### src/rtl/bat_xlate_pkg.sv
package bat_xlate_pkg;
  typedef enum logic {SIDE_INSN = 1'b0, SIDE_DATA = 1'b1} side_e;
  localparam logic [1:0] ARR_INSN = 2'd0;
  localparam logic [1:0] ARR_DATA = 2'd1;
  localparam int unsigned NUM_SIDES = 2;
endpackage

### src/rtl/bat_regfile.sv
module bat_regfile #(
  parameter int unsigned NUM_PAIRS = 4,
  parameter int unsigned AW        = 32,
  parameter int unsigned IDX_W     = 3,
  parameter int unsigned SEL_W     = 2
) (
  input  logic                                   clk_i,
  input  logic                                   rst_ni,
  input  logic                                   wr_en_i,
  input  logic [SEL_W-1:0]                       wr_arr_i,
  input  logic [IDX_W-1:0]                       wr_idx_i,
  input  logic                                   wr_hi_i,
  input  logic [AW-1:0]                          wr_data_i,
  output logic [1:0][NUM_PAIRS-1:0][AW-1:0]      up_o,
  output logic [1:0][NUM_PAIRS-1:0][AW-1:0]      lo_o,
  output logic                                   wr_err_o
);
  import bat_xlate_pkg::*;

  localparam logic [IDX_W:0] PAIR_LIM = (IDX_W+1)'(NUM_PAIRS);

  logic [1:0][NUM_PAIRS-1:0][AW-1:0] up_q, lo_q;
  logic arr_ok, idx_ok, wr_ok, wr_bad;
  logic err_q;

  assign arr_ok = (wr_arr_i == SEL_W'(ARR_INSN)) || (wr_arr_i == SEL_W'(ARR_DATA));
  assign idx_ok = {1'b0, wr_idx_i} < PAIR_LIM;
  assign wr_ok  = wr_en_i && arr_ok && idx_ok;
  assign wr_bad = wr_en_i && !(arr_ok && idx_ok);

  always_ff @(posedge clk_i or negedge rst_ni) begin
    if (!rst_ni) begin
      up_q  <= '0;
      lo_q  <= '0;
      err_q <= 1'b0;
    end else begin
      err_q <= wr_bad;
      if (wr_ok) begin
        for (int s = 0; s < NUM_SIDES; s++) begin
          for (int i = 0; i < NUM_PAIRS; i++) begin
            if (wr_arr_i[0] == s[0] && wr_idx_i == IDX_W'(i)) begin
              if (wr_hi_i) up_q[s][i] <= wr_data_i;
              else         lo_q[s][i] <= wr_data_i;
            end
          end
        end
      end
    end
  end

  assign up_o     = up_q;
  assign lo_o     = lo_q;
  assign wr_err_o = err_q;

  assert_bad_wr_err_R9: assert property (@(posedge clk_i) disable iff (!rst_ni)
    (wr_en_i && (!arr_ok || !idx_ok)) |=> wr_err_o);
  assert_bad_wr_keep_R9: assert property (@(posedge clk_i) disable iff (!rst_ni)
    (wr_en_i && (!arr_ok || !idx_ok)) |=> ($stable(up_q) && $stable(lo_q)));
  assert_good_wr_noerr_R9: assert property (@(posedge clk_i) disable iff (!rst_ni)
    !wr_en_i |=> !wr_err_o);
endmodule

### src/rtl/bat_entry_match.sv
module bat_entry_match #(
  parameter int unsigned AW        = 32,
  parameter int unsigned PAGE_BITS = 12,
  parameter int unsigned BL_W      = 11,
  parameter int unsigned BL_POS    = 2,
  parameter int unsigned BASE_LSB  = 17,
  parameter int unsigned VS_BIT    = 1,
  parameter int unsigned VU_BIT    = 0
) (
  input  logic [AW-1:0] up_i,
  input  logic [AW-1:0] lo_i,
  input  logic [AW-1:0] ea_i,
  input  logic          priv_i,
  output logic          match_o,
  output logic [AW-1:0] page_o
);
  localparam logic [AW-1:0] BASE_MASK = ~((AW'(1) << BASE_LSB) - AW'(1));
  localparam logic [AW-1:0] PAGE_MASK = ~((AW'(1) << PAGE_BITS) - AW'(1));

  logic [BL_W-1:0] blen;
  logic [AW-1:0]   cmp_mask, base, ea_pg;
  logic            vld;

  assign blen     = up_i[BL_POS +: BL_W];
  assign cmp_mask = ~{{(AW-BL_W){1'b0}}, blen} << BASE_LSB;
  assign base     = up_i & BASE_MASK;
  assign ea_pg    = ea_i & PAGE_MASK;
  // user mode tests the user valid bit, supervisor the supervisor bit
  assign vld      = priv_i ? up_i[VU_BIT] : up_i[VS_BIT];
  assign match_o  = vld && (base == (ea_i & cmp_mask));
  assign page_o   = (lo_i & BASE_MASK) + (ea_pg - base);
endmodule

### src/rtl/bat_prio_select.sv
module bat_prio_select #(
  parameter int unsigned NUM_PAIRS = 4,
  parameter int unsigned AW        = 32
) (
  input  logic [NUM_PAIRS-1:0]          match_i,
  input  logic [NUM_PAIRS-1:0][AW-1:0]  page_i,
  output logic                          hit_o,
  output logic [AW-1:0]                 page_o
);
  // scan from the top so the lowest index wins
  always_comb begin
    hit_o  = 1'b0;
    page_o = '0;
    for (int i = NUM_PAIRS - 1; i >= 0; i--) begin
      if (match_i[i]) begin
        hit_o  = 1'b1;
        page_o = page_i[i];
      end
    end
  end
endmodule

### src/rtl/bat_xlate_unit.sv
module bat_xlate_unit #(
  parameter int unsigned NUM_PAIRS = 4,
  parameter int unsigned AW        = 32,
  parameter int unsigned PAGE_BITS = 12,
  parameter int unsigned BL_W      = 11,
  parameter int unsigned BASE_LSB  = 17,
  parameter int unsigned IDX_W     = 3
) (
  input  logic                 clk_i,
  input  logic                 rst_ni,
  input  logic                 req_i,
  input  logic                 side_i,
  input  logic [AW-1:0]        ea_i,
  input  logic                 priv_i,
  input  logic                 itrans_en_i,
  input  logic                 dtrans_en_i,
  input  logic                 wr_en_i,
  input  logic [1:0]           wr_arr_i,
  input  logic [IDX_W-1:0]     wr_idx_i,
  input  logic                 wr_hi_i,
  input  logic [AW-1:0]        wr_data_i,
  output logic                 rsp_valid_o,
  output logic                 hit_o,
  output logic [AW-1:0]        phys_page_o,
  output logic [PAGE_BITS-1:0] offset_o,
  output logic [AW-1:0]        ea_page_o,
  output logic                 wr_err_o
);
  import bat_xlate_pkg::*;

  localparam logic [AW-1:0] PAGE_MASK = ~((AW'(1) << PAGE_BITS) - AW'(1));

  logic [1:0][NUM_PAIRS-1:0][AW-1:0] up_w, lo_w;
  logic [NUM_PAIRS-1:0]              match_w;
  logic [NUM_PAIRS-1:0][AW-1:0]      page_w;
  logic                              sel_hit;
  logic [AW-1:0]                     sel_page, ea_pg, page_c;
  logic                              xlate_en, hit_c;
  side_e                             side_s;

  bat_regfile #(
    .NUM_PAIRS(NUM_PAIRS), .AW(AW), .IDX_W(IDX_W), .SEL_W(2)
  ) u_regs (
    .clk_i    (clk_i),
    .rst_ni   (rst_ni),
    .wr_en_i  (wr_en_i),
    .wr_arr_i (wr_arr_i),
    .wr_idx_i (wr_idx_i),
    .wr_hi_i  (wr_hi_i),
    .wr_data_i(wr_data_i),
    .up_o     (up_w),
    .lo_o     (lo_w),
    .wr_err_o (wr_err_o)
  );

  assign side_s = side_e'(side_i);

  for (genvar g = 0; g < NUM_PAIRS; g++) begin : g_pair
    bat_entry_match #(
      .AW(AW), .PAGE_BITS(PAGE_BITS), .BL_W(BL_W), .BL_POS(2),
      .BASE_LSB(BASE_LSB), .VS_BIT(1), .VU_BIT(0)
    ) u_match (
      .up_i   (up_w[side_s][g]),
      .lo_i   (lo_w[side_s][g]),
      .ea_i   (ea_i),
      .priv_i (priv_i),
      .match_o(match_w[g]),
      .page_o (page_w[g])
    );
  end

  bat_prio_select #(.NUM_PAIRS(NUM_PAIRS), .AW(AW)) u_sel (
    .match_i(match_w),
    .page_i (page_w),
    .hit_o  (sel_hit),
    .page_o (sel_page)
  );

  assign xlate_en = (side_s == SIDE_DATA) ? dtrans_en_i : itrans_en_i;
  assign ea_pg    = ea_i & PAGE_MASK;
  assign hit_c    = !xlate_en || sel_hit;
  assign page_c   = xlate_en ? sel_page : ea_pg;

  logic                 vld_q, hit_q;
  logic [AW-1:0]        page_q, eap_q;
  logic [PAGE_BITS-1:0] off_q;

  always_ff @(posedge clk_i or negedge rst_ni) begin
    if (!rst_ni) begin
      vld_q  <= 1'b0;
      hit_q  <= 1'b0;
      page_q <= '0;
      eap_q  <= '0;
      off_q  <= '0;
    end else begin
      vld_q <= req_i;
      hit_q <= req_i && hit_c;
      if (req_i) begin
        page_q <= page_c;
        eap_q  <= ea_pg;
        off_q  <= ea_i[PAGE_BITS-1:0];
      end
    end
  end

  assign rsp_valid_o = vld_q;
  assign hit_o       = hit_q;
  assign phys_page_o = page_q;
  assign ea_page_o   = eap_q;
  assign offset_o    = off_q;

  assert_bypass_R1: assert property (@(posedge clk_i) disable iff (!rst_ni)
    (req_i && ((side_i && !dtrans_en_i) || (!side_i && !itrans_en_i)))
      |=> (hit_o && phys_page_o == ($past(ea_i) & PAGE_MASK)));
  assert_req_rsp_R10: assert property (@(posedge clk_i) disable iff (!rst_ni)
    req_i |=> rsp_valid_o);
  assert_idle_R10: assert property (@(posedge clk_i) disable iff (!rst_ni)
    !req_i |=> (!rsp_valid_o && !hit_o && $stable(phys_page_o)));
  assert_offset_R6: assert property (@(posedge clk_i) disable iff (!rst_ni)
    req_i |=> (offset_o == $past(ea_i[PAGE_BITS-1:0])
               && ea_page_o == ($past(ea_i) & PAGE_MASK)));
endmodule

### config.mk
export PLATFORM = sky130hd
export DESIGN_NAME = bat_xlate_unit
export DESIGN_NICKNAME = d
export VERILOG_FILES = /design/src/rtl/bat_xlate_pkg.sv /design/src/rtl/bat_regfile.sv /design/src/rtl/bat_entry_match.sv /design/src/rtl/bat_prio_select.sv /design/src/rtl/bat_xlate_unit.sv
export SDC_FILE = /design/constraint.sdc
export NUM_CORES = 1
export LEC_CHECK = 0
export BUFFER_PORTS_ARGS = -buffer_cell sky130_fd_sc_hd__buf_2
export CAP_MARGIN = 5
export CELL_PAD_IN_SITES_DETAIL_PLACEMENT = 0
export CELL_PAD_IN_SITES_GLOBAL_PLACEMENT = 1
export CORE_AREA = 2 2 233 235
export DETAILED_ROUTE_END_ITERATION = 6
export DIE_AREA = 0 0 235 237
export PLACE_DENSITY_LB_ADDON = 0.1
export SLEW_MARGIN = 20
export SYNTH_ARGS = -nofsm -noshare
export SYNTH_HDL_FRONTEND = slang
export SYNTH_SLANG_ARGS = --single-unit
### constraint.sdc
create_clock -name clk_i -period 3.6 [get_ports clk_i]
set_input_delay 0.54 -clock clk_i [delete_from_list [all_inputs] [get_ports clk_i]]
set_output_delay 0.54 -clock clk_i [all_outputs]
set_load 0.05 [all_outputs]
# Word-level counts from Yosys, hierarchy flattened
# Cells that the tools add are included.
[classes]
muxes = 18
n_bitwise = 10
n_eq_ne = 8
addsub = 8
reduce_logical = 39
order_cmp = 2
[op_table]
columns = ["operator", "n"]
rows = [
  ["$mux 128", 4],
  ["$mux 32", 5],
  ["$add 32x32->32", 4],
  ["$and 32x32->32", 4],
  ["$eq 32x32->1", 4],
  ["$sub 32x32->32", 4],
  ["$not 11->15", 4],
  ["$reduce_and 3->1", 16],
  ["$logic_and 1x1->1", 17],
  ["$mux 1", 9],
  ["$eq 3x2->1 const B", 2],
  ["$eq 3x1->1 const B", 1],
  ["$logic_not 3->1", 1],
  ["$lt 3x3->1 const B", 1],
  ["$eq 2x1->1 const B", 1],
  ["$logic_not 1->1", 2],
  ["$logic_not 2->1", 1],
  ["$logic_or 1x1->1", 2],
  ["$lt 1x2->1 const B", 1],
  ["$not 1->1", 2],
]
[word_totals]
in_bits = 78
word_cells = 107
ff_bits = 579

# Logic depth before layout (Yosys ltp)
# Gate-level depths: netlist of the first run.
[depth]
ltp_word = 12
ltp_mapped = 21
depth_no_buf = 14

# By module
# From an unflattened synthesis of the first run, not the netlist that was laid out.
[unflattened]
hier_cells = 2823
area_unflattened_um2 = 33271.9
[modules_own_cells]
columns = ["mod", "area_per_inst_um2", "n_inst", "cells_per_inst", "seq_area_each_um2"]
rows = [
  ["bat_regfile", 19144.6, 1, 1136, 12837.3],
  ["bat_xlate_unit", 5785.5, 1, 508, 1651.6],
  ["bat_entry_match at g_pair[1].u_match ...", 1975.6, 2, 273, 0.0],
  ["bat_entry_match at g_pair[3].u_match", 1850.5, 1, 266, 0.0],
  ["bat_entry_match at g_pair[0].u_match", 1742.9, 1, 246, 0.0],
  ["bat_prio_select", 797.0, 1, 121, 0.0],
]

# Least setup slack after synthesis of the first run
# Ideal clock, no wire load.
[synth_path]
path_type = "input to register"
start = "in side_i"
end = "reg page_q[31], in the netlist phys_page_o[31]"
path_buffers = 7
required_time_ns = 3.508
cell_stages = 20
setup_ns = 0.092
slack_ns = -1.240
t_arrival_ns = 4.748
path_cell_list = "buf_6 > buf_6 > buf_6 > buf_6 > buf_4 > clkbuf_1 > buf_1 > mux2_2 > fa_1 > inv_1 > ha_1 > or2_2 > a21oi_1 > a21oi_1 > o31ai_1 > o211ai_1 > a31oi_1 > xnor2_1 > o221a_2 > o31ai_2"
[synth_via]
elab_chain_len = 11
word_cells_on_any_way = 38
classes_between = "8 x add/sub; 4 x eq/ne; 14 x mux; 8 x bitwise; 4 x reduce/logical"
[synth_rtl]
columns = ["item", "line_no", "source"]
rows = [
  ["start: declaration", "bat_xlate_unit.sv:12", "input logic side_i,"],
  ["branches (longest 10 deep; another with $sub 32x32->32)", "n/a", ""],
  ["$mux 32 *", "bat_xlate_unit.sv:82", "assign page_c = xlate_en ? sel_page : ea_pg;"],
  ["end signal: assignment", "bat_xlate_unit.sv:99", "page_q <= page_c;"],
  ["end: declaration", "bat_xlate_unit.sv:85", "logic [AW-1:0] page_q, eap_q;"],
]
# Every way passes the cells marked *. The select of a mux whose other input is x is not followed.
# A chain may end at the register's enable or synchronous reset.

# Worst setup path in the final report of the first run
[layout_path]
start = "reg u_regs.up_q, in the netlist u_regs.up_o[22]"
end = "reg page_q[31], in the netlist phys_page_o[31]"
[layout_via]
elab_chain_len = 6
word_cells_on_any_way = 8
classes_between = "2 x add/sub; 1 x eq/ne; 4 x mux; 1 x reduce/logical"
[layout_rtl]
columns = ["item", "line_no", "source"]
rows = [
  ["start: declaration", "bat_regfile.sv:22", "logic [1:0][NUM_PAIRS-1:0][AW-1:0] up_q, lo_q;"],
  ["start signal: indexed assignment", "bat_regfile.sv:42", "if (wr_hi_i) up_q[s][i] <= wr_data_i;"],
  ["$mux 128 * (2 in series)", "n/a", ""],
  ["$sub 32x32->32 / $eq 32x32->1 (equally long branches)", "bat_entry_match.sv:31, bat_entry_match.sv:30", ""],
  ["$add 32x32->32 / $logic_and 1x1->1 (equally long branches)", "bat_entry_match.sv:31, bat_entry_match.sv:30", ""],
  ["$mux 32 *", "bat_prio_select.sv:15", "if (match_i[i]) begin"],
  ["$mux 32 *", "bat_xlate_unit.sv:82", ""],
]
# Mark *: on every way between the ends. The rest lies on a longest branch, timed or not. The select of a mux whose other input is x is not followed.

==> run_results.csv, run 1 <==
group,metric,value,unit
timing,relSlewSlack,27.2,%
clock_network,clk_pin_slew,60,ps
logic_synthesis,ys.warnings.count,0,
critical_path,cp.required,4110,ps
clock_network,cts_made_buffers,46,
power_and_ir_drop,ir_drop,0.366,mV
critical_path,crit_type,"reg -> reg",
placed_design,gp_congestion,0.948,
finish,area_growth,23.3,%
finish,final_core_util,54.7,%
timing,hold_violations,0,
critical_path,cp_cell_sequence,"mux2_2, fa_2, inv_1, ha_1, a21oi_1, o21ai_1, a21o_1, a31oi_4, nor3_1, o31ai_1, mux2i_1, o21ai_0, o31ai_2",
clock_network,cts_tree,"done",
critical_path,crit_slowest_cell,"fa_2",
drt,route.detailed.drc,0,
clock_network,clkLatencyLatePin,610,ps
finish,fillCellCount,4740,
logic_synthesis,yosysUniqueCellTypes,81,
logic_synthesis,synth_async_sr_flop_share,100,%
timing,rsz0062_at_grt,"yes",
logic_synthesis,syn-instance-count,2079,
logic_synthesis,synth_area_per_cell,11.4,µm²
clock_network,cts-root-buf,"clkbuf_16",
logic_synthesis,muxShareOfSynthArea,23.6,%
placed_design,dp_slack,-739,ps
die,start_util,44.3,%
logic_synthesis,synth_top_family_by_area,"multiplexers",
drt,first_pass_iters,5,
global_route,first_global_vias,18500,
finish,nNetsFinal,2687,
timing,max_freq,288,MHz
finish,final_cell_area,0.0291,mm²
die,die_area,0.0557,mm²
clock_network,numClockSinks,399,
drt,via_per_inst,5.58,
placed_design,io_buffers,128,
logic_synthesis,synth-compound-area-share,10.2,%
logic_synthesis,ys_ff_latch,399,
finish,layout-drive-gt1-share,40.6,%
logic_synthesis,synth-edff-count,0,
global_route,grt_usage,27.9,%
logic_synthesis,synth.top_cell.area_share,42.3,%
global_route,grt_pass1_wl,116000,µm
run_status,status,"complete, no violations",
logic_synthesis,netlist_area,0.0236,mm²
finish,stdcell_count,3215,
timing,worst_slack,131,ps
critical_path,crit_buf_inv,1,
global_route,grt_start_max_net_pins,102,
drt,drtIter0Drc,1090,
critical_path,cp_max_fo,4,
critical_path,critPathTopFamily,"compound AO/OA/AOI/OAI gates",
critical_path,slowest_delay,610,ps
clock_network,cts_buffer_depth,3,
timing,drv_slew,0,
clock_network,cts_htree_levels,2,
global_route,antenna_found_initial,4,
timing,worst_hold_slack,14.0,ps
logic_synthesis,synthFlopType,"dfrtp_1",
timing,worst_slew_pin_slew,1090,ps
timing,finClkSkew,24.2,ps
global_route,overflow,0,
timing,layout_min_cycle_time,3470,ps
logic_synthesis,ys_seq_area_share,42.3,%
placed_design,placed_cell_area,0.0274,mm²
logic_synthesis,synthTopCellsByArea,"dfrtp_1, mux2_2, fa_1, ha_1, mux2i_1",
logic_synthesis,synthSimpleGateAreaFrac,7.21,%
die,core_area,0.0533,mm²
logic_synthesis,yosys.area_share.adder,8.61,%
critical_path,critical_path_arrival,3980,ps
timing,fin_setup_tns,0,ps
placed_design,dp.cells,3127,
power_and_ir_drop,p_leak,14.2,nW
hold_path,holdCritPathClass,"in -> async",
drt,routed_wl,77700,µm
logic_synthesis,synth.largest_area_cell,"dfrtp_1",
power_and_ir_drop,pwr_density_cell,589,mW/mm²
run,drv_cap,0,
drt,ant_nets,0,
die,io_pins,157,
drt,vias,17900,
power_and_ir_drop,power,17.2,mW
die,die_y,237,µm
critical_path,end_kind,"register",
drt,wl_per_cell,24.2,µm
logic_synthesis,synthXorXnorAreaFrac,2.97,%
die,num_rows,85,
timing,setup_violations,0,
critical_path,cp-start-kind,"register",
die,die_w,235,µm
timing,final.period_utilization,96.4,%
placed_design,dp_hpwl,58700,µm
-- worst register-to-register path, cell delays in order, from the launching register on --
cell and delay (ps):
dfrtp_1 430, mux2_2 340, fa_2 610, inv_1 70
ha_1 330, a21oi_1 150, o21ai_1 110, a21o_1 190
a31oi_4 230, nor3_1 110, o31ai_1 260, mux2i_1 210
o21ai_0 110, o31ai_2 240
-- report_power, final --
| group | switching, mW | total [mW] | internal, mW |
|---|---|---|---|
| logic | 3.56 | 6.77 | 3.22 |
| registers | 0.393 | 5.46 | 5.06 |
| clock network | 2.05 | 4.92 | 2.87 |
| total | 6.00 | 17.2 | 11.2 |
-- metal layers --
layer	routed length (µm)	share of wire [%]	global-route usage (%)	up-vias
met4	2710	3.5	9.17	0
met1	35000	45	38.7	9153
li1	-	-	-	8192
met5	0	0	0	-
met3	3650	4.7	3.49	134
met2	36300	47	45.2	460
-- cells by family (layout without fill, tap and decap cells) --
family                   count (synthesis)  count (layout)
AND/OR/NAND/NOR                        326             326
other                                    1              25
adder cells (fa/ha/maj)                129             129
AO/OA/AOI/OAI                          370             370
buffers and inverters                  270             686
flip-flops                             399             399
XOR/XNOR                                80              80
multiplexers                           504             504
-- cells in the mapped netlist (all sizes together) (23+ instances only) --
cell	n
ha	73
o21ai	122
nand2	60
nor3	44
xor2	23
nor2	62
fa	56
inv	158
buf	57
mux2i	82
clkbuf	55
a21oi	80
xnor2	57
nand2b	45
dfrtp	399
mux2	421
-- timing repair --
action | 4_1_cts | 5_1_grt
resized for setup | 4 | 30
cloned | 0 | 1
hold buffers | 0 | 0
setup endpoints to repair | 7 | 17
endpoints found under the hold margin | 0 | 0
pin swaps | 0 | 5
buffers inserted | 0 | 0
-- registers in the layout (all words and copies together), names as in the netlist --
register and count:
hit_o 1, rsp_valid_o 1, ea_page_o 20, u_regs.lo_o 120
u_regs.up_o 224, offset_o 12, u_regs.wr_err_o 1, phys_page_o 20
-- cell type report --
class | instances | area (µm²) | area share (%)
Sequential cell | 399 | 9980 | 34.3
Antenna cell | 1 | 2.50 | 0.00859
Clock buffer | 61 | 1310 | 4.49
Clock inverter | 25 | 283 | 0.970
Tap cell | 696 | 871 | 2.99
Timing Repair Buffer | 442 | 3160 | 10.8
Multi-Input combinational cell | 1433 | 12900 | 44.4
Inverter | 158 | 598 | 2.05
-- final timing paths --
check,from,end,slack (ps),cells past startpoint
min reg2reg,u_regs.up_o[164]$_DFFE_PN0P_,u_regs.up_o[164]$_DFFE_PN0P_,500,1
min in group clk_i,ea_i[1],offset_o[1]$_DFFE_PN0P_,180,2
max reg2reg,u_regs.up_o[22]$_DFFE_PN0P_,phys_page_o[31]$_DFFE_PN0P_,130,13
max,u_regs.up_o[22]$_DFFE_PN0P_,phys_page_o[31]$_DFFE_PN0P_,130,13
max in group asynchronous,rst_ni,u_regs.lo_o[254]$_DFFE_PN0P_,2460,2
min,rst_ni,offset_o[8]$_DFFE_PN0P_,10,1
-- placed cells by master (no fill, tap or decap), types with 55 or more instances in the layout --
cell	instances
nand2_1	60
nor2_1	57
buf_4	303
a21oi_1	74
mux2_2	418
xnor2_1	57
mux2i_1	76
o21ai_0	111
ha_1	61
fa_1	55
inv_1	151
buf_2	125
dfrtp_1	399
(Power assumes the default switching activity.)
==> run 2, diff against run 1 <==
--- a/config.mk
+++ b/config.mk
@@ -9,9 +9,9 @@
 export CAP_MARGIN = 5
 export CELL_PAD_IN_SITES_DETAIL_PLACEMENT = 0
 export CELL_PAD_IN_SITES_GLOBAL_PLACEMENT = 1
-export CORE_AREA = 2 2 233 235
+export CORE_AREA = 2 2 268 204
 export DETAILED_ROUTE_END_ITERATION = 6
-export DIE_AREA = 0 0 235 237
+export DIE_AREA = 0 0 270 206
 export PLACE_DENSITY_LB_ADDON = 0.1
 export SLEW_MARGIN = 20
 export SYNTH_ARGS = -nofsm -noshare
==> run 2 against run 1 <==
Against the previous run:
- critical endpoint unchanged
- via count grew 1.2%
- clock skew grew 6.3 ps
- worst hold slack improved by 170 ps
- fmax down 1.4%
- utilization is 0.19 points higher
- highest routed layer is now met5
- largest cell class unchanged
- setup slack got worse by 48 ps
- sequential share of layout area down 0.21 points
- first-iteration DRC count is 23% higher
==> run_results.csv, run 2 (same netlist as run 1, synthesis figures left out) <==
group,metric,value,unit
die,die_area,0.0556,mm²
die,io_pins,157,
hold_path,holdCritPathClass,"in -> reg",
finish,regArea,0.00998,mm²
finish,final_core_util,54.9,%
critical_path,crit_buf_inv,2,
global_route,grt_usage,29.5,%
timing,layout_min_cycle_time,3520,ps
placed_design,dp_hpwl,61400,µm
clock_network,cts_htree_levels,2,
clock_network,cts_made_buffers,43,
critical_path,crit_slowest_cell,"fa_1",
drt,drtIter0Drc,1343,
critical_path,end_kind,"register",
placed_design,io_buffers,128,
run_status,status,"complete, no violations",
critical_path,cp.required,4100,ps
clock_network,cts_buffer_depth,3,
timing,setup_violations,0,
finish,multi_input_area,0.0130,mm²
hold_path,hp-start,"ea_i[2]",
clock_network,cts-root-buf,"clkbuf_16",
timing,worst_slack,82.8,ps
timing,final.period_utilization,97.7,%
global_route,grt_pass1_wl,122000,µm
timing,max_freq,284,MHz
die,die_y,206,µm
power_and_ir_drop,ir_drop,0.392,mV
critical_path,r2r-end,"phys_page_o[31]$_DFFE_PN0P_",
clock_network,clk_pin_slew,60,ps
finish,layout-drive-gt1-share,41.2,%
critical_path,reg2reg_depth,13,
power_and_ir_drop,pwr_density_cell,586,mW/mm²
critical_path,crit_type,"reg -> reg",
global_route,overflow,0,
timing,hold_violations,0,
die,core_area,0.0534,mm²
finish,final_cell_mix,"mux2_2, dfrtp_1, buf_4, inv_1, buf_2",
finish,area_growth,24.1,%
power_and_ir_drop,power,17.2,mW
drt,via_per_inst,5.58,
placed_design,dp_slack,-701,ps
timing,finClkSkew,30.5,ps
placed_design,gp_congestion,0.939,
drt,ant_nets,0,
die,start_util,44.2,%
critical_path,cp-start-kind,"register",
global_route,grt_start_max_net_pins,105,
die,die_w,270,µm
timing,worst_slew_pin_slew,917,ps
finish,fillCellCount,4740,
timing,worst_hold_slack,185,ps
critical_path,critical_path_arrival,4020,ps
critical_path,critPathTopFamily,"compound AO/OA/AOI/OAI gates",
run,drv_cap,0,
timing,relSlewSlack,38.4,%
critical_path,r2r-start,"u_regs.up_o[246]$_DFFE_PN0P_",
power_and_ir_drop,p_leak,14.2,nW
drt,route.detailed.drc,0,
drt,wl_per_cell,24.9,µm
drt,vias,18200,
die,num_rows,74,
finish,layout_commonest_cell,"mux2_2",
critical_path,r2r_setup_slack,80,ps
global_route,first_global_vias,18500,
clock_network,numClockSinks,399,
drt,routed_wl,81100,µm
clock_network,clkLatencyLatePin,600,ps
global_route,antenna_found_initial,3,
clock_network,cts_tree,"done",
critical_path,cp_max_fo,4,
drt,first_pass_iters,5,
critical_path,slowest_delay,550,ps
hold_path,min_to,"offset_o[2]$_DFFE_PN0P_",
hold_path,whs_path_depth,2,
critical_path,cp_cell_sequence,"mux2_4, fa_1, inv_2, ha_4, nand3_4, buf_6, a2111o_1, a31oi_4, nand4_1, a31oi_1, xnor2_1, o221a_2, o31ai_2",
timing,drv_slew,0,
finish,nNetsFinal,2709,
finish,largest_reg_flops,224,
==> run 2: routing by layer <==
layer | share of wire (%) | global-route usage [%] | wire [µm]
met1 | 49 | 43.6 | 39400
met4 | 1.9 | 6.47 | 1540
met2 | 44 | 45.8 | 35800
met5 | 0.011 | 0 | 9
met3 | 5.4 | 4.51 | 4390
==> run 2: where the power goes <==
| part | leakage, nW | total [mW] | internal (mW) | switching (mW) |
|---|---|---|---|---|
| clock | 0.682 | 4.51 | 2.57 | 1.93 |
| sequential | 5.22 | 5.45 | 5.06 | 0.385 |
| combinational | 8.30 | 7.23 | 3.41 | 3.82 |
| total | 14.2 | 17.2 | 11.0 | 6.14 |
==> run 2: how the worst max path moves through the flow <==
stage / from / endpoint / slack (ps) / depth (start not counted)
after floorplan: side_i / phys_page_o[30]$_DFFE_PN0P_ / -580 / 20
after global placement: side_i / phys_page_o[28]$_DFFE_PN0P_ / -670 / 16
after detailed placement: side_i / phys_page_o[28]$_DFFE_PN0P_ / -700 / 16
after CTS: side_i / phys_page_o[29]$_DFFE_PN0P_ / 8 / 18
after global routing: u_regs.up_o[246]$_DFFE_PN0P_ / phys_page_o[31]$_DFFE_PN0P_ / -20 / 14
final: u_regs.up_o[246]$_DFFE_PN0P_ / phys_page_o[31]$_DFFE_PN0P_ / 80 / 13
==> run 2: final cells by class <==
class	instances	area share, %
inverter	158	2.04
sequential	399	34.1
antenna	2	0.0171
clock inverter	11	0.474
clock buffer	63	4.31
tap	722	3.08
multi-input combinational	1433	44.4
timing repair buffer	467	11.6
==> run 2: worst reg2reg max path, delay by kind of cell, from the launching register on <==
family,cells,cell delay [ps]
buffers and inverters,2,200
AOI/OAI and AO/OA,5,1320
and+or+nand+nor,2,250
adders and majority gates,2,860
xor gates and xnor gates,1,110
DFF,1,400
muxes,1,300
==> run 2: metrics by stage <==
stage                     std cells  setup TNS (ps)  instance area [µm²]
after floorplan                2102           -5400                24000
after global placement         3173           -9980                27600
after detailed placement       3173          -10630                27600
after CTS                      3248               0                29100
after global routing           3253           -42.5                29300
final                          3255               0                29300
==> run 2: timing repair <==
action / 4_1_cts / 5_1_grt
gates resized for setup: 6 / 53
setup endpoints to repair: 5 / 14
endpoints found under the hold margin: 61 / 0
pin swaps: 0 / 7
setup buffers: 0 / 5
hold buffers: 1 / 0
==> run 3, diff against run 2 <==
--- a/config.mk
+++ b/config.mk
@@ -12,6 +12,7 @@
 export CORE_AREA = 2 2 268 204
 export DETAILED_ROUTE_END_ITERATION = 6
 export DIE_AREA = 0 0 270 206
+export MAX_ROUTING_LAYER = met4
 export PLACE_DENSITY_LB_ADDON = 0.1
 export SLEW_MARGIN = 20
 export SYNTH_ARGS = -nofsm -noshare
==> constraint.sdc (replaced) <==
create_clock -name clk_i -period 4.4 [get_ports clk_i]
set_input_delay 0.66 -clock clk_i [delete_from_list [all_inputs] [get_ports clk_i]]
set_output_delay 0.66 -clock clk_i [all_outputs]
set_load 0.05 [all_outputs]
==> run 3 against run 2 <==
Against the previous run:
- cell count down 5.3%
- utilization is 3.3 points lower
- clock-buffer cell count fell by 4
- wire length decreased by 5.9%
- worst hold slack worse by 93 ps
- highest routed layer is now met4
==> run_results.csv, run 3 (same netlist as run 1, synthesis figures left out) <==
group,metric,value,unit
finish,stdcell_count,3083,
timing,finClkSkew,21.1,ps
global_route,first_global_vias,17400,
timing,layout_min_cycle_time,3950,ps
critical_path,critical_path_arrival,4470,ps
timing,max_freq,253,MHz
clock_network,clkLatencyLatePin,600,ps
die,die_y,206,µm
timing,final.period_utilization,89.9,%
critical_path,cpMostUsedCell,"nand2_1",
drt,wl_per_cell,24.8,µm
critical_path,end_kind,"register",
finish,final_cell_mix,"mux2_2, dfrtp_1, buf_4, inv_1, buf_2",
finish,layout-drive-gt1-share,34.9,%
die,die_area,0.0556,mm²
clock_network,cts_setup_buffers,0,
placed_design,dp.cells,3003,
die,start_util,44.2,%
drt,ant_nets,0,
power_and_ir_drop,power,13.2,mW
power_and_ir_drop,ir_drop,0.294,mV
power_and_ir_drop,p_leak,13.3,nW
drt,first_pass_iters,5,
placed_design,placed_cell_area,0.0261,mm²
critical_path,cp_cell_sequence,"clkbuf_8, buf_4, nand2_1, o21ai_0, fa_1, inv_1, ha_1, a21oi_1, a21o_1, nand2_1, o41ai_1, o21ai_0, xnor2_1, o211ai_1, o2111ai_1, nand2_1",
critical_path,crit_type,"in -> reg",
timing,relSlewSlack,24.2,%
die,die_w,270,µm
critical_path,cp.required,4920,ps
global_route,overflow,0,
global_route,grt_pass1_wl,115000,µm
finish,nNetsFinal,2535,
placed_design,dp_hpwl,57000,µm
placed_design,dp_slack,-96.7,ps
timing,worst_slew_pin_slew,1130,ps
placed_design,gp_congestion,0.938,
drt,drtIter0Drc,1437,
critical_path,slowest_delay,710,ps
power_and_ir_drop,pwr_density_cell,478,mW/mm²
clock_network,clk_pin_slew,60,ps
hold_path,holdCritPathClass,"in -> async",
drt,routed_wl,76300,µm
timing,drv_slew,0,
die,io_pins,157,
timing,setup_violations,0,
timing,worst_slack,445,ps
drt,via_per_inst,5.64,
clock_network,cts_made_buffers,43,
run_status,status,"complete, no violations",
critical_path,cp_max_fo,31,
critical_path,cp-start-kind,"input port",
finish,final_cell_area,0.0276,mm²
finish,area_growth,16.7,%
die,num_rows,74,
clock_network,cts_tree,"done",
drt,route.detailed.drc,0,
finish,layout_commonest_cell,"mux2_2",
global_route,antenna_found_initial,2,
timing,hold_violations,0,
drt,vias,17400,
die,core_area,0.0534,mm²
placed_design,io_buffers,128,
global_route,grt_start_max_net_pins,135,
clock_network,cts-root-buf,"clkbuf_16",
global_route,grt_usage,28.7,%
clock_network,ctsResizeCount,0,
critical_path,crit_slowest_cell,"o41ai_1",
clock_network,cts_htree_levels,2,
timing,rsz0062_at_grt,"no",
clock_network,numClockSinks,399,
timing,fin_setup_tns,0,ps
finish,largest_reg_flops,224,
clock_network,ctsHoldBuffers,0,
run,drv_cap,0,
clock_network,cts_buffer_depth,3,
==> run 3: through the flow <==
stage          util (%)  hold slack, ps
5_1_grt            51.6             138
4_1_cts            51.5             105
3_5_place_dp       48.9             482
6_report           51.6            92.2
3_3_place_gp       48.9             471
2_1_floorplan         -             364
==> run 3: final timing paths <==
check	start	end	slack, ps	depth (start not counted)
min reg2reg	phys_page_o[30]$_DFFE_PN0P_	phys_page_o[30]$_DFFE_PN0P_	490	2
max	side_i	phys_page_o[30]$_DFFE_PN0P_	450	16
min in group clk_i	ea_i[8]	offset_o[8]$_DFFE_PN0P_	300	2
max in group asynchronous	rst_ni	ea_page_o[15]$_DFFE_PN0P_	3080	2
max reg2reg	u_regs.up_o[86]$_DFFE_PN0P_	phys_page_o[30]$_DFFE_PN0P_	550	14
min	rst_ni	ea_page_o[25]$_DFFE_PN0P_	90	1
==> run 3: critical path: cells and delay by family <==
| family | cells | cell delay (ps) |
|---|---|---|
| xor+xnor | 1 | 180 |
| simple gates | 3 | 240 |
| compound gates | 7 | 1870 |
| fa+ha+maj | 2 | 980 |
| buf+inv | 3 | 520 |
==> run 3: layout make-up <==
class                   instances  area (µm²)
repair buffers                293        2020
multi-input cells            1433       12700
fillers                      4878       25800
flip-flops and latches        399        9980
inverters                     158         598
well taps                     722         903
clock buffers                  59        1230
diodes                          2        5.00
clock inverters                17         171
==> run 3: per-layer routing <==
layer	vias up	share of wire, %	global-route usage (%)
met1	8939	49	42.0
met3	88	6.3	4.42
met5	-	0	-
met4	0	2.2	6.71
li1	7870	-	-
met2	479	43	41.6
==> run 3: where the power goes <==
group | internal [mW] | switching, mW | leakage, nW
combinational | 2.22 | 2.82 | 7.41
clock | 2.08 | 1.60 | 0.698
sequential | 4.14 | 0.316 | 5.22
total | 8.44 | 4.73 | 13.3
